### config.mk
export PLATFORM = sky130hd
export DESIGN_NAME = sprite_pixel_mux
export DESIGN_NICKNAME = d
export VERILOG_FILES = /design/src/rtl/spr_mux_pkg.sv /design/src/rtl/sprite_slot.sv /design/src/rtl/sprite_prio_sel.sv /design/src/rtl/pixel_compose.sv /design/src/rtl/sprite_pixel_mux.sv
export SDC_FILE = /design/constraint.sdc
export NUM_CORES = 1
export LEC_CHECK = 0
export BUFFER_PORTS_ARGS = -buffer_cell sky130_fd_sc_hd__buf_2
export CAP_MARGIN = 0
export CELL_PAD_IN_SITES_DETAIL_PLACEMENT = 1
export CELL_PAD_IN_SITES_GLOBAL_PLACEMENT = 1
export CORE_AREA = 5 5 173 175
export CTS_CLUSTER_DIAMETER = 50
export CTS_CLUSTER_SIZE = 12
export DETAILED_ROUTE_END_ITERATION = 10
export DIE_AREA = 0 0 178 180
export PLACE_DENSITY = 0.94
export REMOVE_ABC_BUFFERS = 1
export SYNTH_ARGS = -nofsm -noshare
export SYNTH_HDL_FRONTEND = slang
export SYNTH_SLANG_ARGS = --single-unit
export TNS_END_PERCENT = 5
### constraint.sdc
create_clock -name clk_i -period 4.9 [get_ports clk_i]
set_input_delay 0.245 -clock clk_i [delete_from_list [all_inputs] [get_ports clk_i]]
set_output_delay 0.245 -clock clk_i [all_outputs]
set_load 0.01 [all_outputs]
### src/rtl/spr_mux_pkg.sv
package spr_mux_pkg;
  typedef struct packed {
    logic [1:0] pal;
    logic       behind;
    logic [1:0] color;
  } spr_pix_t;

  localparam int unsigned ATTR_FW = 3;
  localparam int unsigned BEHIND_BIT = 2;
endpackage

### src/rtl/sprite_slot.sv
module sprite_slot
  import spr_mux_pkg::*;
#(
  parameter int unsigned XPOS_W = 8,
  parameter int unsigned PAT_W  = 8
) (
  input  logic                clk_i,
  input  logic                rst_ni,
  input  logic                load_i,
  input  logic                valid_i,
  input  logic [XPOS_W-1:0]   x_i,
  input  logic [ATTR_FW-1:0]  attr_i,
  input  logic [PAT_W-1:0]    pat_lo_i,
  input  logic [PAT_W-1:0]    pat_hi_i,
  input  logic                dot_en_i,
  output spr_pix_t            pix_o
);
  localparam int unsigned REM_W = $clog2(PAT_W + 1);

  logic [XPOS_W-1:0]  x_cnt_q;
  logic [1:0]         pal_q;
  logic               behind_q;
  logic [PAT_W-1:0]   lo_q, hi_q;
  logic [REM_W-1:0]   rem_q;
  logic               active;

  assign active = (x_cnt_q == '0) && (rem_q != '0);

  always_ff @(posedge clk_i or negedge rst_ni) begin
    if (!rst_ni) begin
      x_cnt_q  <= '0;
      pal_q    <= '0;
      behind_q <= 1'b0;
      lo_q     <= '0;
      hi_q     <= '0;
      rem_q    <= '0;
    end else if (load_i) begin
      x_cnt_q  <= x_i;
      pal_q    <= attr_i[1:0];
      behind_q <= attr_i[BEHIND_BIT];
      lo_q     <= valid_i ? pat_lo_i : '0;
      hi_q     <= valid_i ? pat_hi_i : '0;
      rem_q    <= valid_i ? REM_W'(PAT_W) : '0;
    end else if (dot_en_i) begin
      if (x_cnt_q != '0) begin
        x_cnt_q <= x_cnt_q - XPOS_W'(1);
      end else if (rem_q != '0) begin
        lo_q  <= {lo_q[PAT_W-2:0], 1'b0};
        hi_q  <= {hi_q[PAT_W-2:0], 1'b0};
        rem_q <= rem_q - REM_W'(1);
      end
    end
  end

  always_comb begin
    pix_o.pal    = pal_q;
    pix_o.behind = behind_q;
    pix_o.color  = active ? {hi_q[PAT_W-1], lo_q[PAT_W-1]} : 2'b00;
  end
endmodule

### src/rtl/sprite_prio_sel.sv
module sprite_prio_sel
  import spr_mux_pkg::*;
#(
  parameter int unsigned NUM_SPR = 8
) (
  input  spr_pix_t             pix_i [NUM_SPR],
  output logic                 hit_o,
  output spr_pix_t             sel_o,
  output logic [NUM_SPR-1:0]   grant_o
);
  // lowest index wins
  always_comb begin
    hit_o   = 1'b0;
    sel_o   = '0;
    grant_o = '0;
    for (int i = 0; i < NUM_SPR; i++) begin
      if (!hit_o && (pix_i[i].color != 2'b00)) begin
        hit_o      = 1'b1;
        sel_o      = pix_i[i];
        grant_o[i] = 1'b1;
      end
    end
  end
endmodule

### src/rtl/pixel_compose.sv
module pixel_compose
  import spr_mux_pkg::*;
(
  input  logic       hit_i,
  input  spr_pix_t   sel_i,
  input  logic [3:0] bg_i,
  output logic [4:0] pix_o
);
  logic bg_opaque;
  assign bg_opaque = (bg_i[1:0] != 2'b00);

  always_comb begin
    if (!hit_i || (sel_i.behind && bg_opaque)) pix_o = {1'b0, bg_i};
    else                                       pix_o = {1'b1, sel_i.pal, sel_i.color};
  end
endmodule

### src/rtl/sprite_pixel_mux.sv
module sprite_pixel_mux
  import spr_mux_pkg::*;
#(
  parameter int unsigned NUM_SPR = 8,
  parameter int unsigned XPOS_W  = 8,
  parameter int unsigned PAT_W   = 8
) (
  input  logic                          clk_i,
  input  logic                          rst_ni,
  input  logic                          load_i,
  input  logic [NUM_SPR-1:0]            spr_valid_i,
  input  logic [NUM_SPR*XPOS_W-1:0]     spr_x_i,
  input  logic [NUM_SPR*ATTR_FW-1:0]    spr_attr_i,
  input  logic [NUM_SPR*PAT_W-1:0]      spr_pat_lo_i,
  input  logic [NUM_SPR*PAT_W-1:0]      spr_pat_hi_i,
  input  logic                          dot_en_i,
  input  logic [3:0]                    bg_pix_i,
  output logic [4:0]                    pix_o
);
  spr_pix_t             slot_pix [NUM_SPR];
  spr_pix_t             sel_pix;
  logic                 sel_hit;
  logic [NUM_SPR-1:0]   grant;
  logic [4:0]           pix_d;
  logic [4:0]           pix_q;

  for (genvar s = 0; s < NUM_SPR; s++) begin : g_slot
    sprite_slot #(
      .XPOS_W (XPOS_W),
      .PAT_W  (PAT_W)
    ) u_slot (
      .clk_i    (clk_i),
      .rst_ni   (rst_ni),
      .load_i   (load_i),
      .valid_i  (spr_valid_i[s]),
      .x_i      (spr_x_i[s*XPOS_W +: XPOS_W]),
      .attr_i   (spr_attr_i[s*ATTR_FW +: ATTR_FW]),
      .pat_lo_i (spr_pat_lo_i[s*PAT_W +: PAT_W]),
      .pat_hi_i (spr_pat_hi_i[s*PAT_W +: PAT_W]),
      .dot_en_i (dot_en_i),
      .pix_o    (slot_pix[s])
    );
  end

  sprite_prio_sel #(.NUM_SPR(NUM_SPR)) u_sel (
    .pix_i   (slot_pix),
    .hit_o   (sel_hit),
    .sel_o   (sel_pix),
    .grant_o (grant)
  );

  pixel_compose u_comp (
    .hit_i (sel_hit),
    .sel_i (sel_pix),
    .bg_i  (bg_pix_i),
    .pix_o (pix_d)
  );

  always_ff @(posedge clk_i or negedge rst_ni) begin
    if (!rst_ni)       pix_q <= '0;
    else if (dot_en_i) pix_q <= pix_d;
  end

  assign pix_o = pix_q;
endmodule

==> flow_summary.json, run 1 <==
{
  "grt_max_degree": 144,
  "critPathMaxFanout": 20,
  "cts_setup_buffers": 0,
  "max_cap_viol_count": 0,
  "synth_edf_count": 0,
  "yosysSeqAreaShare_pct": 49.4,
  "ys_ff_latch": 253,
  "htree_num_levels": 1,
  "fin_nets": 2008,
  "core_area_mm2": 0.0283,
  "initial_utilization_pct": 45.3,
  "required_ns": 5.32,
  "min_period_over_period_pct": 75.5,
  "ctsHoldBuffers": 228,
  "hold_viol_final": 0,
  "synth_top_area_cell": "dfrtp_1",
  "startpoint_type": "register",
  "wl_per_cell_um": 25.1,
  "drc": 0,
  "hold_class": "in2reg",
  "grt_setup_unrepaired": "false",
  "grt_usage_pct": 32.9,
  "cts_tree": "built",
  "arrival_ns": 4.12,
  "grt_pass1_vias": 14300,
  "synthFlopType": "dfrtp_1",
  "syn_area_mm2": 0.0128,
  "drive_gt1_share_pct": 19.3,
  "final_antenna_net_count": 0,
  "ir_drop_mv": 0.248,
  "power_mw": 5.46,
  "final.setup.tns_ns": 0,
  "routed_wl_mm": 54.2,
  "worst_slew_pin_slew_ns": 1.11,
  "fmax_mhz": 270,
  "dieWidth_um": 178,
  "vias": 12400,
  "startpoint": "g_slot[7].u_slot.x_cnt_q[0]$_DFFE_PN0P_",
  "status": "completed",
  "cts-resized-gates": 0,
  "cts_buffers": 29,
  "globalplace.congestion": 0.804,
  "yosysMostFrequentCell": "dfrtp_1",
  "cts_max_path_buffers": 3,
  "io-pin-count": 237,
  "grt_pass1_wl_mm": 82.4,
  "portBuffers": 236,
  "worst_setup_path_end_kind": "register",
  "min_period_ns": 3.70,
  "clk_pin_slew_ns": 0.07,
  "clk_latency_ns": 0.55,
  "relSlewSlack_pct": 25.8,
  "power_density_mw_per_mm2": 313,
  "critical_path_class": "reg2reg",
  "cts_sinks": 253,
  "final_max_slew_viol_count": 0,
  "drt_first_iter_violations": 886,
  "setup_viol": 0,
  "finClkSkew_ns": 0.0199,
  "clockRootBuffer": "clkbuf_16",
  "die_h_um": 180,
  "postSynth.asyncResetShare_pct": 100,
  "yosysUniqueCellTypes": 61,
  "synth_cells": 1321,
  "num_rows": 62,
  "viasPerCell": 5.74,
  "syn_to_final_growth_pct": 36.2,
  "synthTopCellsByArea": "dfrtp_1, mux2i_1, o21ai_0",
  "hpwl_mm": 26.3,
  "reg2reg_from": "g_slot[7].u_slot.x_cnt_q[0]$_DFFE_PN0P_",
  "yosysWarningCount": 0,
  "dr.pass1.iters": 7,
  "p_leak_nw": 8.49,
  "hold_start": "spr_x_i[19]",
  "antenna_found_initial": 14,
  "syn_avg_cell_area_um2": 9.70,
  "synth_top_cells_by_count": "dfrtp_1, nand2_1, o21ai_0, mux2i_1, nor2_1",
  "netlist.area_leader.share_pct": 49.4,
  "dieArea_mm2": 0.0320,
  "overflow": 0
}
==> sequential cells by signal, indices dropped and copies added, names as in the netlist <==
signal	count
pix_o	5
g_slot.u_slot.pal_q	16
g_slot.u_slot.lo_q	64
g_slot.u_slot.hi_q	64
g_slot.u_slot.rem_q	32
g_slot.u_slot.behind_q	8
g_slot.u_slot.x_cnt_q	64
==> routing by layer <==
layer | vias up | GRT usage, % | wire (um)
met4 | 0 | 21.1 | 4020
met5 | - | 0 | 0
met3 | 246 | 4.52 | 2440
met2 | 577 | 61.3 | 29100
li1 | 5387 | - | -
met1 | 6201 | 34.0 | 18700
==> stage by stage <==
| step | cell area [um2] | util (%) | std cells | setup WS (ns) | hold WS [ns] |
|---|---|---|---|---|---|
| after floorplan | 12500 | - | 1245 | 2.05 | -0.0506 |
| after global placement | 14300 | 50.4 | 1871 | 1.76 | 0.367 |
| after detailed placement | 14300 | 50.4 | 1871 | 1.59 | 0.372 |
| after CTS | 17400 | 61.5 | 2147 | 1.57 | 0.000112 |
| after global routing | 17500 | 61.6 | 2161 | 0.969 | 0.0372 |
| final | 17500 | 61.7 | 2162 | 1.20 | 0.0309 |
==> where the power goes <==
part	switching [mW]	total, mW	internal (mW)
combinational	0.466	0.869	0.403
sequential	0.176	2.45	2.27
clock	0.961	2.14	1.18
total	1.60	5.46	3.85
==> path summary, 6_finish.rpt <==
path                       cells past startpoint  slack (ns)                                       to
max                                            9        1.20    g_slot[7].u_slot.rem_q[3]$_DFFE_PN0P_
max in group asynchronous                      3        3.23    g_slot[1].u_slot.pal_q[0]$_DFFE_PN0P_
max reg2reg                                    9        1.20    g_slot[7].u_slot.rem_q[3]$_DFFE_PN0P_
min in group asynchronous                      2        0.35    g_slot[4].u_slot.rem_q[1]$_DFFE_PN0P_
min reg2reg                                    1        0.51    g_slot[1].u_slot.pal_q[1]$_DFFE_PN0P_
min                                            3        0.03  g_slot[2].u_slot.x_cnt_q[3]$_DFFE_PN0P_
==> kinds of logic (layout without fill, tap and decap cells) <==
group	count (synthesis)	count (layout)	share of synthesized area, %
flops	253	253	49.4
xor+xnor	76	76	5.19
other cells	0	15	0
compound gates	256	256	10.8
simple gates	444	444	16.3
fa+ha+maj	30	30	2.93
buf+inv	115	557	3.55
mux	147	147	11.8
==> area by class of cell <==
class                      count  area (um2)
clock buffer                  37         786
sequential                   253        6330
tap                          384         480
clock inverter                11        93.8
antenna                       15        37.5
inverter                      39         146
fill                        3149       10900
multi-input combinational    953        6030
timing repair buffer         470        3550
==> cell usage in the layout (no fill, tap or decap), types with 6 or more instances in the layout <==
cell type | Yosys | routed
nor2_1 | 65 | 65
and2_1 | 9 | 9
xnor2_1 | 40 | 40
mux2_2 | 32 | 32
nand3_1 | 31 | 31
xor2_1 | 36 | 36
clkinv_2 | 0 | 6
dfrtp_1 | 253 | 253
nor3_1 | 21 | 21
inv_1 | 39 | 39
clkbuf_16 | 0 | 29
ha_1 | 30 | 30
diode_2 | 0 | 15
mux2i_1 | 114 | 114
o21ai_0 | 198 | 198
dlygate4sd3_1 | 0 | 228
buf_2 | 13 | 234
a21oi_1 | 25 | 25
nand2_1 | 241 | 241
nor3b_1 | 9 | 9
nor4_1 | 17 | 17
a31oi_1 | 6 | 6
==> critical path, cell delays in order, from the launching register on <==
cell and delay (ns):
dfrtp_1 0.42, inv_1 0.13, ha_1 0.24, nor4b_1 0.54
nand2_1 0.36, a21oi_1 0.32, nand2_1 0.65, nor4_1 0.49
xor2_1 0.12, mux2_2 0.30
No activity file was read; power rests on OpenSTA's default activity.
==> run 2, diff against run 1 <==
Settings changed: CORE_AREA 5 5 173 175 to 5 5 179 181, DIE_AREA 0 0 178 180 to 0 0 184 186, PLACE_DENSITY 0.94 to 0.89.
Clock period 4.9 ns to 3.6 ns, I/O delays scaled along.
==> flow_summary.json, run 2 (synthesis gave the netlist of run 1 again) <==
{
  "syn_to_final_growth_pct": 39.6,
  "core_area_mm2": 0.0303,
  "portBuffers": 236,
  "seqPwrFrac_pct": 41.4,
  "antenna_found_initial": 9,
  "grt_usage_pct": 28.9,
  "largestRegisters": "g_slot.u_slot.hi_q (64), g_slot.u_slot.lo_q (64), g_slot.u_slot.x_cnt_q (64)",
  "whs_ns": 0.0347,
  "grt_setup_unrepaired": "false",
  "wl_per_cell_um": 23.3,
  "worst_slew_pin_slew_ns": 0.846,
  "fmax_mhz": 315,
  "p_comb_share_pct": 14.6,
  "viasPerCell": 5.55,
  "final_antenna_net_count": 0,
  "whs_endpoint": "pix_o[2]$_DFFE_PN0P_",
  "p_switching_mw": 2.29,
  "clk_pin_slew_ns": 0.06,
  "grt_pass1_vias": 14000,
  "relSlewSlack_pct": 43.6,
  "clockRootBuffer": "clkbuf_16",
  "cts_max_path_buffers": 3,
  "hold_start": "bg_pix_i[2]",
  "clk_latency_ns": 0.53,
  "place_inst": 1898,
  "final_cell_mix": "dfrtp_1, nand2_1, buf_2, dlygate4sd3_1, o21ai_0",
  "grt_max_degree": 115,
  "vias": 12200,
  "critPathMaxFanout": 20,
  "hpwl_mm": 26.6,
  "regToRegSetupSlack_ns": 0.43,
  "final.setup.tns_ns": 0,
  "p_leak_nw": 8.70,
  "finClkSkew_ns": 0.0399,
  "status": "completed",
  "dr.pass1.iters": 5,
  "switching_share_pct": 28.5,
  "intPower_mw": 5.73,
  "max_cap_viol_count": 0,
  "fin_nets": 2034,
  "cts-resized-gates": 0,
  "post-route-util_pct": 59.1,
  "initial_utilization_pct": 42.3,
  "r2r-end": "g_slot[5].u_slot.rem_q[3]$_DFFE_PN0P_",
  "drt_first_iter_violations": 725,
  "min_period_over_period_pct": 88.0,
  "pwr-share-clk_pct": 44.0,
  "stdcell_count": 2204,
  "worstHoldPathCells": 4,
  "placed_cell_area_mm2": 0.0144,
  "power_density_mw_per_mm2": 448,
  "io-pin-count": 237,
  "required_ns": 3.97,
  "final_max_slew_viol_count": 0,
  "die_h_um": 186,
  "worst_setup_path_end_kind": "register",
  "ir_drop_mv": 0.299,
  "globalplace.congestion": 0.822,
  "r2r_cells": 8,
  "htree_num_levels": 2,
  "hold_viol_final": 0,
  "startpoint_type": "register",
  "cts_tree": "built",
  "hold_class": "in2reg",
  "min_period_ns": 3.17,
  "final_cell_area_mm2": 0.0179,
  "arrival_ns": 3.54,
  "drc": 0,
  "reg2reg_from": "g_slot[5].u_slot.x_cnt_q[3]$_DFFE_PN0P_",
  "drive_gt1_share_pct": 20.5,
  "dieArea_mm2": 0.0342,
  "overflow": 0,
  "dieWidth_um": 184,
  "final_common_cell": "dfrtp_1",
  "routed_wl_mm": 51.3,
  "grt_pass1_wl_mm": 77.8,
  "critical_path_class": "reg2reg",
  "cts_buffers": 35,
  "cts_sinks": 253,
  "setup_viol": 0,
  "num_rows": 64
}
[run 2: area by class of cell]
cell class	instances	area [um2]
tap	396	495
clock inverter	19	225
inverter	39	146
multi-input combinational	953	6030
clock buffer	42	923
antenna	12	30.0
timing repair buffer	490	3710
fill	3393	12400
sequential	253	6330
[run 2: worst max-delay path by stage]
stage	from	end	slack, ns	cells after the start
2_1_floorplan	g_slot[2].u_slot.x_cnt_q[0]$_DFFE_PN0P_	g_slot[2].u_slot.rem_q[3]$_DFFE_PN0P_	0.75	8
3_3_place_gp	g_slot[0].u_slot.rem_q[0]$_DFFE_PN0P_	pix_o[2]$_DFFE_PN0P_	0.79	10
3_5_place_dp	g_slot[0].u_slot.rem_q[0]$_DFFE_PN0P_	pix_o[2]$_DFFE_PN0P_	0.69	10
4_1_cts	g_slot[4].u_slot.x_cnt_q[0]$_DFFE_PN0P_	pix_o[1]$_DFFE_PN0P_	0.61	10
5_1_grt	g_slot[5].u_slot.x_cnt_q[3]$_DFFE_PN0P_	g_slot[5].u_slot.rem_q[3]$_DFFE_PN0P_	0.30	8
6_report	g_slot[5].u_slot.x_cnt_q[3]$_DFFE_PN0P_	g_slot[5].u_slot.rem_q[3]$_DFFE_PN0P_	0.43	8
[run 2: critical path, stage by stage (launching register included)]
cell and delay, ns:
dfrtp_1 0.42, nor4_1 0.65, nand2_1 0.31, nor2_1 0.45, nand2_1 0.14, buf_4 0.26, nor4_1 0.38, xor2_1 0.12
mux2_2 0.29
[run 2: timing repair]
item                                   CTS  global route
endpoints found under the hold margin  328             0
hold buffers                           233             0
buffers inserted                         0             0
[run 2: layer usage]
layer  wire length, um  part of all wire [%]  track usage [%]  vias up
met2             26900                    52             53.2      478
li1                  -                     -                -     5451
met1             19200                    37             32.0     6133
met3              2480                   4.8             4.30      175
met4              2800                   5.4             15.9        0
met5                 0                     0                0        -
[run 2: stage by stage]
step	setup WS, ns	total power, mW
after floorplan	0.754	3.75
after global placement	0.791	4.14
after CTS	0.610	7.90
final	0.430	8.02
after global routing	0.302	8.31
after detailed placement	0.687	4.22
[run 2: power by group through the flow]
stage | Sequential (mW) | Clock (mW) | Combinational, mW
2_1_floorplan | 3.27 | 0 | 0.476
3_3_place_gp | 3.32 | 0 | 0.826
3_5_place_dp | 3.34 | 0 | 0.882
4_1_cts | 3.30 | 3.50 | 1.10
5_1_grt | 3.34 | 3.70 | 1.27
6_report | 3.32 | 3.53 | 1.17
==> run 3, diff against run 2 <==
Settings changed: REMOVE_ABC_BUFFERS 1 to unset.
==> flow_summary.json, run 3 (synthesis gave the netlist of run 1 again) <==
{
  "cts_max_path_buffers": 3,
  "status": "completed",
  "io-pin-count": 237,
  "power_mw": 8.05,
  "grt_usage_pct": 29.3,
  "crit_family": "simple AND/OR/NAND/NOR gates",
  "required_ns": 4.02,
  "cts_buffers": 35,
  "setup_viol": 0,
  "final.setup.tns_ns": 0,
  "drc": 0,
  "ir_drop_mv": 0.267,
  "routed_wl_mm": 50.7,
  "htree_num_levels": 2,
  "antenna_found_initial": 3,
  "slowest_delay_ns": 0.80,
  "final_common_cell": "dfrtp_1",
  "relSlewSlack_pct": 38.7,
  "dieWidth_um": 184,
  "final_cell_mix": "dfrtp_1, nand2_1, buf_2, dlygate4sd3_1, o21ai_0",
  "r2r_cells": 10,
  "worst_setup_path_end_kind": "register",
  "min_period_over_period_pct": 89.3,
  "viasPerCell": 5.56,
  "critical_path_class": "reg2reg",
  "largestRegisters": "g_slot.u_slot.hi_q (64), g_slot.u_slot.lo_q (64), g_slot.u_slot.x_cnt_q (64)",
  "cts_setup_buffers": 0,
  "fin_nets": 2031,
  "dr.pass1.iters": 5,
  "place_inst": 1898,
  "hold_viol_final": 0,
  "dp_slack_ns": 0.713,
  "synth_fp_nets": 1583,
  "dieArea_mm2": 0.0342,
  "hold_class": "in2reg",
  "core_area_mm2": 0.0303,
  "worst_slew_pin_slew_ns": 0.911,
  "cp-endpoint": "pix_o[3]$_DFFE_PN0P_",
  "wl_per_cell_um": 23.1,
  "startpoint": "g_slot[6].u_slot.x_cnt_q[0]$_DFFE_PN0P_",
  "syn_to_final_growth_pct": 39.4,
  "power_density_mw_per_mm2": 451,
  "critical_path.slowest_cell": "nor4_1",
  "cp_cell_sequence": "inv_1, ha_1, or4b_4, nor4_1, nand2_1, a311oi_1, a311oi_1, a21oi_1, mux2i_1, a21oi_1",
  "hpwl_mm": 26.8,
  "setup_ws_ns": 0.386,
  "crit_buf_inv": 1,
  "cp_num_cells": 10,
  "final_cell_area_mm2": 0.0179,
  "grt_pass1_wl_mm": 78.3,
  "grt_pass1_vias": 14000,
  "r2r-end": "pix_o[3]$_DFFE_PN0P_",
  "overflow": 0,
  "max_cap_viol_count": 0,
  "reg2reg_from": "g_slot[6].u_slot.x_cnt_q[0]$_DFFE_PN0P_",
  "portBuffers": 236,
  "post-route-util_pct": 59.0,
  "fmax_mhz": 311,
  "p_leak_nw": 8.70,
  "cts_tree": "built",
  "clockRootBuffer": "clkbuf_16",
  "placed_cell_area_mm2": 0.0144,
  "arrival_ns": 3.64,
  "cts_sinks": 253,
  "vias": 12200,
  "regToRegSetupSlack_ns": 0.39,
  "whs_ns": 0.0410,
  "drive_gt1_share_pct": 20.7,
  "grt_setup_unrepaired": "false",
  "critPathMaxFanout": 4,
  "min_period_ns": 3.21,
  "clk_pin_slew_ns": 0.06,
  "globalplace.congestion": 0.885,
  "drt_first_iter_violations": 646,
  "finClkSkew_ns": 0.0227,
  "cts-resized-gates": 0,
  "grt_max_degree": 118,
  "clk_latency_ns": 0.52,
  "die_h_um": 186,
  "initial_utilization_pct": 42.3,
  "startpoint_type": "register",
  "final_max_slew_viol_count": 0,
  "final_antenna_net_count": 0,
  "stdcell_count": 2191,
  "num_rows": 64
}
-- run 3: changes by cell type in the layout (fill, tap and decap cells not counted), moves of 2 or more --
cell and change:
dlygate4sd3_1 -3, clkinv_4 -2, clkbuf_8 +4, diode_2 -9, clkbuf_1 -4
-- run 3: how the worst min path moves through the flow --
stage | depth (start not counted) | to | slack [ns] | from
final | 3 | pix_o[3]$_DFFE_PN0P_ | 0.04 | bg_pix_i[3]
after global placement | 1 | g_slot[3].u_slot.hi_q[1]$_DFFE_PN0P_ | 0.24 | rst_ni
after CTS | 3 | pix_o[3]$_DFFE_PN0P_ | 0.02 | bg_pix_i[3]
after floorplan | 0 | g_slot[0].u_slot.behind_q$_DFFE_PN0P_ | -0.12 | rst_ni
after global routing | 3 | pix_o[3]$_DFFE_PN0P_ | 0.05 | bg_pix_i[3]
after detailed placement | 1 | g_slot[3].u_slot.hi_q[2]$_DFFE_PN0P_ | 0.25 | rst_ni
-- run 3: layout make-up --
class	count	area (um2)
Timing Repair Buffer	487	3680
Clock buffer	42	963
Multi-Input combinational cell	953	6030
Antenna cell	3	7.51
Tap cell	396	495
Fill cell	3366	12400
Inverter	39	146
Sequential cell	253	6330
Clock inverter	18	213
-- run 3: metal layers --
layer  share of wire [%]  global-route usage, %  vias to the layer above
li1                    -                      -                     5425
met1                  37                   32.5                     6096
met2                  53                   54.0                      491
met3                 5.4                   4.85                      180
met4                 5.3                   14.8                        0
met5                   0                      0                        -
-- run 3: timing repair --
action	CTS	global route
hold endpoints to repair	318	0
setup endpoints to repair	0	0
hold buffers	230	0
-- run 3: worst min-delay path: stages --
cell and delay (ns):
buf_2 0.10, mux2i_1 0.06, a21oi_1 0.15
-- run 3: report_power, final --
part	total (mW)	switching (mW)	internal, mW	leakage (nW)
logic	1.16	0.608	0.554	4.92
registers	3.32	0.234	3.09	3.21
clock network	3.56	1.42	2.15	0.572
